===== src/rtl/dtg_pkg.sv =====
package dtg_pkg;
  parameter int COORD_W = 13;
  parameter int NUM_CH  = 3;
  parameter int ADDR_W  = 4;
  parameter int DATA_W  = 32;

  localparam int Y_LSB     = 16;
  localparam int START_BIT = 8;

  localparam logic [ADDR_W-1:0] A_CTRL    = ADDR_W'(0);
  localparam logic [ADDR_W-1:0] A_FRAME   = ADDR_W'(1);
  localparam logic [ADDR_W-1:0] A_DTOP    = ADDR_W'(2);
  localparam logic [ADDR_W-1:0] A_DBOT    = ADDR_W'(3);
  localparam logic [ADDR_W-1:0] A_CH_BASE = ADDR_W'(4);
  localparam logic [ADDR_W-1:0] A_TRIG    = ADDR_W'(4 + 2*NUM_CH);
  localparam logic [ADDR_W-1:0] A_SYNC    = ADDR_W'(5 + 2*NUM_CH);

  typedef struct packed {
    logic [COORD_W-1:0] y;
    logic [COORD_W-1:0] x;
  } dtg_pt_t;

  typedef struct packed {
    logic                            start;
    logic [NUM_CH-1:0]               chOn;
    dtg_pt_t                         frameEnd;
    dtg_pt_t                         dispTl;
    dtg_pt_t                         dispBr;
    dtg_pt_t [NUM_CH-1:0]            chTl;
    dtg_pt_t [NUM_CH-1:0]            chBr;
    logic [COORD_W-1:0]              dbLine;
    logic [COORD_W-1:0]              sbLine;
    logic [COORD_W-1:0]              hSyncW;
    logic [COORD_W-1:0]              vSyncW;
  } dtg_cfg_t;

  typedef struct packed {
    logic run;
    logic lineStart;
  } dtg_strobe_t;

  function automatic dtg_pt_t unpackPt(input logic [DATA_W-1:0] w);
    dtg_pt_t p;
    p.x = w[COORD_W-1:0];
    p.y = w[Y_LSB+COORD_W-1:Y_LSB];
    return p;
  endfunction
endpackage


===== src/rtl/dtg_ctrl.sv =====
module dtg_ctrl
  import dtg_pkg::*;
(
  input  logic                clk,
  input  logic                rst_n,
  input  logic                cfgWe,
  input  logic [ADDR_W-1:0]   cfgAddr,
  input  logic [DATA_W-1:0]   cfgWData,
  output dtg_cfg_t            cfgQ,
  output dtg_strobe_t         strobe,
  output logic [COORD_W-1:0]  hCnt,
  output logic [COORD_W-1:0]  vCnt
);
  logic unusedWr;
  assign unusedWr = ^{cfgWData[DATA_W-1:Y_LSB+COORD_W], cfgWData[Y_LSB-1:COORD_W]};

  // configuration registers
  always_ff @(posedge clk or negedge rst_n) begin
    if (!rst_n) begin
      cfgQ <= '0;
    end else if (cfgWe) begin
      if (cfgAddr == A_CTRL) begin
        cfgQ.start <= cfgWData[START_BIT];
        for (int i = 0; i < NUM_CH; i++) cfgQ.chOn[i] <= cfgWData[NUM_CH-1-i];
      end
      if (cfgAddr == A_FRAME) cfgQ.frameEnd <= unpackPt(cfgWData);
      if (cfgAddr == A_DTOP)  cfgQ.dispTl   <= unpackPt(cfgWData);
      if (cfgAddr == A_DBOT)  cfgQ.dispBr   <= unpackPt(cfgWData);
      for (int i = 0; i < NUM_CH; i++) begin
        if (cfgAddr == A_CH_BASE + ADDR_W'(2*i))     cfgQ.chTl[i] <= unpackPt(cfgWData);
        if (cfgAddr == A_CH_BASE + ADDR_W'(2*i + 1)) cfgQ.chBr[i] <= unpackPt(cfgWData);
      end
      if (cfgAddr == A_TRIG) begin
        cfgQ.dbLine <= cfgWData[COORD_W-1:0];
        cfgQ.sbLine <= cfgWData[Y_LSB+COORD_W-1:Y_LSB];
      end
      if (cfgAddr == A_SYNC) begin
        cfgQ.hSyncW <= cfgWData[COORD_W-1:0];
        cfgQ.vSyncW <= cfgWData[Y_LSB+COORD_W-1:Y_LSB];
      end
    end
  end

  // raster counters
  logic hLast, vLast;
  assign hLast = (hCnt >= cfgQ.frameEnd.x);
  assign vLast = (vCnt >= cfgQ.frameEnd.y);

  always_ff @(posedge clk or negedge rst_n) begin
    if (!rst_n) begin
      hCnt <= '0;
      vCnt <= '0;
    end else if (!cfgQ.start) begin
      hCnt <= '0;
      vCnt <= '0;
    end else if (hLast) begin
      hCnt <= '0;
      vCnt <= vLast ? '0 : vCnt + 1'b1;
    end else begin
      hCnt <= hCnt + 1'b1;
    end
  end

  assign strobe.run       = cfgQ.start;
  assign strobe.lineStart = (hCnt == '0);

  AST_STOP_HOLDS_ZERO: assert property (@(posedge clk) disable iff (!rst_n)
    !cfgQ.start |=> (hCnt == '0 && vCnt == '0));
  AST_H_STEP: assert property (@(posedge clk) disable iff (!rst_n)
    (cfgQ.start && hCnt < cfgQ.frameEnd.x) |=> (hCnt == $past(hCnt) + 1'b1));
  AST_H_WRAP: assert property (@(posedge clk) disable iff (!rst_n)
    (cfgQ.start && hCnt >= cfgQ.frameEnd.x) |=> (hCnt == '0));
endmodule


===== src/rtl/dtg_datapath.sv =====
module dtg_datapath
  import dtg_pkg::*;
(
  input  logic                clk,
  input  logic                rst_n,
  input  dtg_cfg_t            cfg,
  input  dtg_strobe_t         strobe,
  input  logic [COORD_W-1:0]  hCnt,
  input  logic [COORD_W-1:0]  vCnt,
  output logic                hSync,
  output logic                vSync,
  output logic                dispEn,
  output logic [NUM_CH-1:0]   chanEn,
  output logic                sbTrig,
  output logic                dbTrig,
  output logic [COORD_W-1:0]  pixX,
  output logic [COORD_W-1:0]  pixY
);
  logic unusedDp;
  assign unusedDp = cfg.start ^ (^cfg.frameEnd);

  function automatic logic inWin(input logic [COORD_W-1:0] x, input logic [COORD_W-1:0] y,
                                 input dtg_pt_t tl, input dtg_pt_t br);
    return (x >= tl.x) && (x <= br.x) && (y >= tl.y) && (y <= br.y);
  endfunction

  logic              dispHit;
  logic [NUM_CH-1:0] chEmpty, chHit;

  assign dispHit = strobe.run && inWin(hCnt, vCnt, cfg.dispTl, cfg.dispBr);

  for (genvar i = 0; i < NUM_CH; i++) begin : g_ch
    assign chEmpty[i] = (cfg.chTl[i] == '0) && (cfg.chBr[i] == '0);
    assign chHit[i]   = strobe.run && cfg.chOn[i] && !chEmpty[i]
                        && inWin(hCnt, vCnt, cfg.chTl[i], cfg.chBr[i]);

    AST_CH_OFF: assert property (@(posedge clk) disable iff (!rst_n)
      !cfg.chOn[i] |=> !chanEn[i]);
    AST_CH_EMPTY: assert property (@(posedge clk) disable iff (!rst_n)
      chEmpty[i] |=> !chanEn[i]);
  end

  always_ff @(posedge clk or negedge rst_n) begin
    if (!rst_n) begin
      hSync  <= 1'b0;
      vSync  <= 1'b0;
      dispEn <= 1'b0;
      chanEn <= '0;
      sbTrig <= 1'b0;
      dbTrig <= 1'b0;
      pixX   <= '0;
      pixY   <= '0;
    end else begin
      hSync  <= strobe.run && (hCnt < cfg.hSyncW);
      vSync  <= strobe.run && (vCnt < cfg.vSyncW);
      dispEn <= dispHit;
      chanEn <= chHit;
      sbTrig <= strobe.run && strobe.lineStart && (vCnt == cfg.sbLine);
      dbTrig <= strobe.run && strobe.lineStart && (vCnt == cfg.dbLine);
      pixX   <= hCnt;
      pixY   <= vCnt;
    end
  end

  AST_DB_ONE_CYCLE: assert property (@(posedge clk) disable iff (!rst_n)
    (dbTrig && hCnt != '0) |=> !dbTrig);
  AST_SB_ONE_CYCLE: assert property (@(posedge clk) disable iff (!rst_n)
    (sbTrig && hCnt != '0) |=> !sbTrig);
  AST_HSYNC_ZERO_W: assert property (@(posedge clk) disable iff (!rst_n)
    (cfg.hSyncW == '0) |=> !hSync);
  AST_DISP_STOPPED: assert property (@(posedge clk) disable iff (!rst_n)
    !strobe.run |=> !dispEn);
endmodule


===== src/rtl/disp_timing_gen.sv =====
module disp_timing_gen
  import dtg_pkg::*;
(
  input  logic                       clk,
  input  logic                       rst_n,
  input  logic                       cfgWe,
  input  logic [ADDR_W-1:0]          cfgAddr,
  input  logic [DATA_W-1:0]          cfgWData,
  output logic                       hSync,
  output logic                       vSync,
  output logic                       dispEn,
  output logic [NUM_CH-1:0]          chanEn,
  output logic                       sbTrig,
  output logic                       dbTrig,
  output logic [COORD_W-1:0]         pixX,
  output logic [COORD_W-1:0]         pixY
);
  dtg_cfg_t           cfgQ;
  dtg_strobe_t        strobe;
  logic [COORD_W-1:0] hCnt, vCnt;

  dtg_ctrl u_ctrl (
    .clk(clk), .rst_n(rst_n), .cfgWe(cfgWe), .cfgAddr(cfgAddr), .cfgWData(cfgWData),
    .cfgQ(cfgQ), .strobe(strobe), .hCnt(hCnt), .vCnt(vCnt)
  );

  dtg_datapath u_dp (
    .clk(clk), .rst_n(rst_n), .cfg(cfgQ), .strobe(strobe), .hCnt(hCnt), .vCnt(vCnt),
    .hSync(hSync), .vSync(vSync), .dispEn(dispEn), .chanEn(chanEn),
    .sbTrig(sbTrig), .dbTrig(dbTrig), .pixX(pixX), .pixY(pixY)
  );
endmodule


===== config.mk =====
export PLATFORM = sky130hd
export DESIGN_NAME = disp_timing_gen
export DESIGN_NICKNAME = d
export VERILOG_FILES = /design/src/rtl/dtg_pkg.sv /design/src/rtl/dtg_ctrl.sv /design/src/rtl/dtg_datapath.sv /design/src/rtl/disp_timing_gen.sv
export SDC_FILE = /design/constraint.sdc
export NUM_CORES = 1
export LEC_CHECK = 0
export BUFFER_PORTS_ARGS = -buffer_cell sky130_fd_sc_hd__buf_2
export CAP_MARGIN = 5
export CORE_MARGIN = 2
export CORE_UTILIZATION = 35
export DETAILED_ROUTE_END_ITERATION = 10
export PLACE_DENSITY = 0.56
export REMOVE_ABC_BUFFERS = 1
export SETUP_SLACK_MARGIN = 0.1
export SLEW_MARGIN = 20
export SYNTH_ARGS = -nofsm -noshare
export SYNTH_HDL_FRONTEND = slang
export SYNTH_HIERARCHICAL = 1
export SYNTH_SLANG_ARGS = --single-unit

===== constraint.sdc =====
create_clock -name clk -period 3.1 [get_ports clk]
set_input_delay 0.62 -clock clk [delete_from_list [all_inputs] [get_ports clk]]
set_output_delay 0.62 -clock clk [all_outputs]
set_load 0.01 [all_outputs]

Word-level counts from Yosys, hierarchy flattened. Cells that the tools add are included. Widths: inputs -> output; s select.

Flip-flop bits (word level): 350. Bits of input ports: 39. Output and inout bits: 34. Logic and storage cells: 128.

Add/subtract/negate cells: 2. Order comparisons: 20. Eq/ne operators: 14. Multiplexer cells: 5. Reductions and logical operators: 53.

Operators with widths (count): $logic_not 26->1 (6); $ge 13x13->1 (10); $le 13x13->1 (8); $mux 13 (5); $logic_and 1x1->1 (30); $add 13x1->13 const B (2); $eq 13x13->1 (2); $lt 13x13->1 (2); $reduce_and 2->1 (12); $eq 4x3->1 const B (4); $eq 4x4->1 const B (4); $logic_not 13->1 (1); $eq 4x2->1 const B (2); $eq 4x1->1 const B (1); $logic_not 4->1 (1); $logic_not 1->1 (3); $ne 2x2->1 const B (1).

Depth between registers and ports, before layout.
Word-level depth: 5. Depth in mapped cells: 10. Depth with buffers taken out: 8.

By module. Netlist, hierarchy kept.

By module, submodules not included: dtg_ctrl (times used 1, cells an instance 876, area each 12846.1 um^2, seq. area each 7907.6 um^2); dtg_datapath (times used 1, cells an instance 910, area each 7171.9 um^2, seq. area each 850.8 um^2).

Worst setup path before layout. Ideal clock, no wire load.

Kind: reg-to-reg. Start point: register u_ctrl.vCnt[0]. End point: register u_ctrl.vCnt[5]. Library setup time: 0.067 ns. Data arrival time: 2.107 ns. Required time: 3.033 ns. Setup slack: 0.926 ns. Cell stages (with the launch flop): 10. Path buffers: 1. Period minus slack after synthesis: 2.174 ns. Cells stage by stage: dfrtp_1 inv_1 ha_1 nand2b_4 a2111oi_4 nor4_2 or3_1 buf_6 o21ai_1 a22o_1.

Cells in the longest elaborated chain, start to end: 4. Elaborated cells between the ends (all ways): 5. Classes of those cells: add/sub (1); order compare (1); mux (3).

RTL lines: start, declared (RTL line dtg_ctrl.sv:12) `output logic [COORD_W-1:0] vCnt`; start signal, assigned (RTL line dtg_ctrl.sv:58) `vCnt <= vLast ? '0 : vCnt + 1'b1;`; $add 13x1->13 or $ge 13x13->1 (tied branches) (RTL line dtg_ctrl.sv:58, dtg_ctrl.sv:47); $mux 13 (*) (RTL line dtg_ctrl.sv:58); $mux 13 (*) (RTL line dtg_ctrl.sv:56) `end else if (hLast) begin`; $mux 13 (*) (RTL line dtg_ctrl.sv:53) `end else if (!cfgQ.start) begin`.

Every way passes the cells marked *; elsewhere a longest branch is shown, timed or not. The select of a mux whose other input is x is not followed. A chain may end at the register's enable or synchronous reset.

Final worst setup path.
Start point: register u_ctrl.vCnt[11]. End point: register u_dp.chanEn[0].

Cells in the longest elaborated chain, start to end: 4. Elaborated cells between the ends (all ways): 5. Classes of those cells: order compare (2); reduce/logical (3).

RTL lines: $ge 13x13->1 (RTL line dtg_datapath.sv:24) `return (x >= tl.x) && (x <= br.x) && (y >= tl.y) && (y <= br.y);`; $logic_and 1x1->1 (RTL line dtg_datapath.sv:24); $logic_and 1x1->1 (*) (RTL line dtg_datapath.sv:24); $logic_and 1x1->1 (*) (RTL line dtg_datapath.sv:35) `&& inWin(hCnt, vCnt, cfg.chTl[i], cfg.chBr[i]);`; via u_dp.chHit[0] (RTL line dtg_datapath.sv:28) `logic [NUM_CH-1:0] chEmpty, chHit;`; end signal, assigned (RTL line dtg_datapath.sv:57) `chanEn <= chHit;`; end, declared (RTL line dtg_datapath.sv:13) `output logic [NUM_CH-1:0] chanEn,`.

Mark *: on every way through the listed nets, which the timed path passes. The rest lies on a longest branch.

==> results.cfg <==
[status]
outcome = complete, no violations

[worst_setup_path]
path_max_fanout = 8
start_kind = register
arrival_ps = 3100
rrSetupSlack_ps = 430
crit-reg2reg-launch = u_ctrl/vCnt[11]
timing.rr.end = u_dp/chanEn[0]
cp-startpoint = u_ctrl/vCnt[11]
critPathCaptureType = register
critPathKind = reg2reg
reg2regPathDepth = 6
critical_path_required_ps = 3530
endpoint = u_dp/chanEn[0]

[floorplanning]
row_count = 87
initial_core_util = 0.354
die_w_um = 243
die_height_um = 243
dieArea_um2 = 59100
core-area_um2 = 56500
ios = 73

[drt]
drc_errors = 0
postRouteAntennaNets = 0
wire_per_inst_um = 21.1
drt_wl_total_um = 56800
drt_iter0_markers = 825
viasPerCell = 5.22
vias = 14033
dr.pass1.iters = 7

[logic_synthesis]
ys_ff_latch = 350
synth_top_cell_area_share = 0.438
yosysWarningCount = 6
syn_area_um2 = 20000
post-synth-top-area-cell = dfrtp_1
yosysSeqAreaShare = 0.438
synth_simple_gate_area_frac = 0.0844
synthesis.instances = 1786
synth.area.mux_share = 0.163
synth_compound_area_frac = 0.0742
synth.distinct_cells = 57
synth_top_family_by_area = adder cells
syn_area_per_cell_um2 = 11.2
async_reset_ff_frac = 1.00
synthTopCellsByArea = dfrtp_1 44%, ha_1 16%, mux2_2 16%
ys.flop_type = dfrtp_1
synth-xor-area-share = 0.0162
synth_edf_count = 0
yosys.area_share.adder = 0.163

[clock_tree]
h-tree-depth = 2
clk_path_buf_depth = 3
insertion_delay_ps = 550
cts.clk_slew.worst_paths_ps = 60
cts_hold_buf = 0
cts_root_buffer = clkbuf_16
cts_sinks = 350
cts_tree = yes
numCtsBuffers = 39
post_cts_resized = 0
post_cts_buffers = 0

[sta]
hold_violations = 0
finalCritPeriodShare = 0.860
finalWorstPathRequiredPeriod_ps = 2670
worst_pin_slew_ps = 779
rsz0062_at_grt = no
finalClockSkew_ps = 20.5
drv_slew = 0
final.setup.worst_slack_ps = 435
slew_headroom = 0.481
clock.fmax_mhz = 375
setup_violations = 0

[grt]
grt_usage = 0.194
antenna_found_initial = 1
grt_pass1_wl_um = 87100
grt_overflow = 0
grt_max_degree = 93
grt_pass1_vias = 14301

[worst_hold_path]
hold_path.class = in2async

[cells_and_area]
nets = 2204
final_cell_mix = 350 x dfrtp_1, 290 x mux2_2, 261 x ha_1, 253 x inv_1, 74 x a21oi_1
finalNonFillerCells = 2690
postLayoutCellArea_um2 = 22900
final_common_cell = dfrtp_1
areaGrowthSynthToFinish_pct = 14.4
drive_gt1_frac = 0.262

[pwr]
powerDensity_nw_per_um2 = 633
ir_drop_mv = 0.388
leakagePower_nw = 11.3

[run]
drv_cap = 0

[placed_design]
dp_cells = 2619
dp_hpwl_um = 38400
pre_cts_ws_ps = 476
gp_congestion = 0.839
place_area_um2 = 21600
io_buffers = 66
[area by class of cell]
class	instances	area [µm²]
clock buffer	52	1080
tap	756	946
antenna	1	2.50
fill	5428	33600
inverter	253	950
multi-input combinational	1124	10100
sequential	350	8760
clock inverter	18	193
timing repair buffer	136	916
[critical path, stage by stage (launching register included)]
cell,delay [ps]
dfrtp_1,630
ha_1,440
a21o_1,110
a21oi_1,80
a2111oi_0,630
o211ai_1,300
nor4_2,370
[stage by stage]
stage	hold WS, ps	TNS, ps	power, mW	util
final	41.8	0	14.5	0.405
after global routing	81.6	0	15.4	0.405
after CTS	52.4	0	14.6	0.405
after detailed placement	493	0	9.86	0.383
after global placement	487	0	9.69	0.383
after floorplan	324	-1400	8.59	-
[metal layers]
metal	wire length (µm)	GRT usage	share of wire
met5	0	0	0
met4	1700	0.0585	0.030
met3	2120	0.0259	0.037
met2	25500	0.308	0.45
met1	27600	0.274	0.48
[registers in the layout, indices dropped and copies added, names as in the netlist]
register	cells
u_dp/vSync	1
u_dp/chanEn	3
u_dp/pixY	13
u_dp/sbTrig	1
u_ctrl/vCnt	13
u_ctrl/cfgQ	290
u_dp/dispEn	1
u_dp/dbTrig	1
u_dp/hSync	1
u_dp/pixX	13
u_ctrl/hCnt	13
[report_power, final]
group | switching (mW) | internal, mW | total, mW
clock network | 1.96 | 2.73 | 4.68
registers | 0.710 | 5.50 | 6.21
logic | 1.82 | 1.77 | 3.59
total | 4.49 | 10.0 | 14.5
[synthesized netlist by cell type (all sizes together), types with 6 or more instances]
| cell | count |
|---|---|
| a211o | 7 |
| nor3 | 6 |
| nand4 | 46 |
| buf | 28 |
| xnor2 | 31 |
| a211oi | 13 |
| inv | 253 |
| and3 | 12 |
| a21oi | 74 |
| mux2 | 290 |
| a21boi | 6 |
| nor2b | 16 |
| nor4 | 52 |
| a2111oi | 8 |
| a21o | 27 |
| o2111ai | 6 |
| nand2 | 37 |
| nor2 | 61 |
| o211ai | 7 |
| nand2b | 11 |
| xor2 | 6 |
| dfrtp | 350 |
| a22o | 11 |
| ha | 261 |
| o21ai | 44 |
| clkbuf | 31 |
| nand3 | 51 |
[worst min path at each step]
| stage | slack, ps | endpoint | cells past startpoint | from |
|---|---|---|---|---|
| after CTS | 50 | u_ctrl/cfgQ[212] | 1 | rst_n |
| after floorplan | 320 | u_ctrl/cfgQ[0] | 0 | rst_n |
| after global placement | 490 | u_ctrl/cfgQ[251] | 1 | u_ctrl/cfgQ[251] |
| after global routing | 80 | u_dp/pixX[3] | 1 | rst_n |
| after detailed placement | 490 | u_ctrl/cfgQ[246] | 1 | u_ctrl/cfgQ[246] |
| final | 40 | u_dp/pixX[2] | 1 | rst_n |
[kinds of logic (layout without fill, tap and decap cells)]
family,Yosys count,count (layout)
flip-flops,350,350
buffers and inverters,312,459
AND/OR/NAND/NOR,311,311
multiplexers,290,290
adder cells (fa/ha/maj),261,261
AO/OA/AOI/OAI,225,225
XOR/XNOR,37,37
other,0,1
Note: power is estimated with default switching activity, not from simulation.
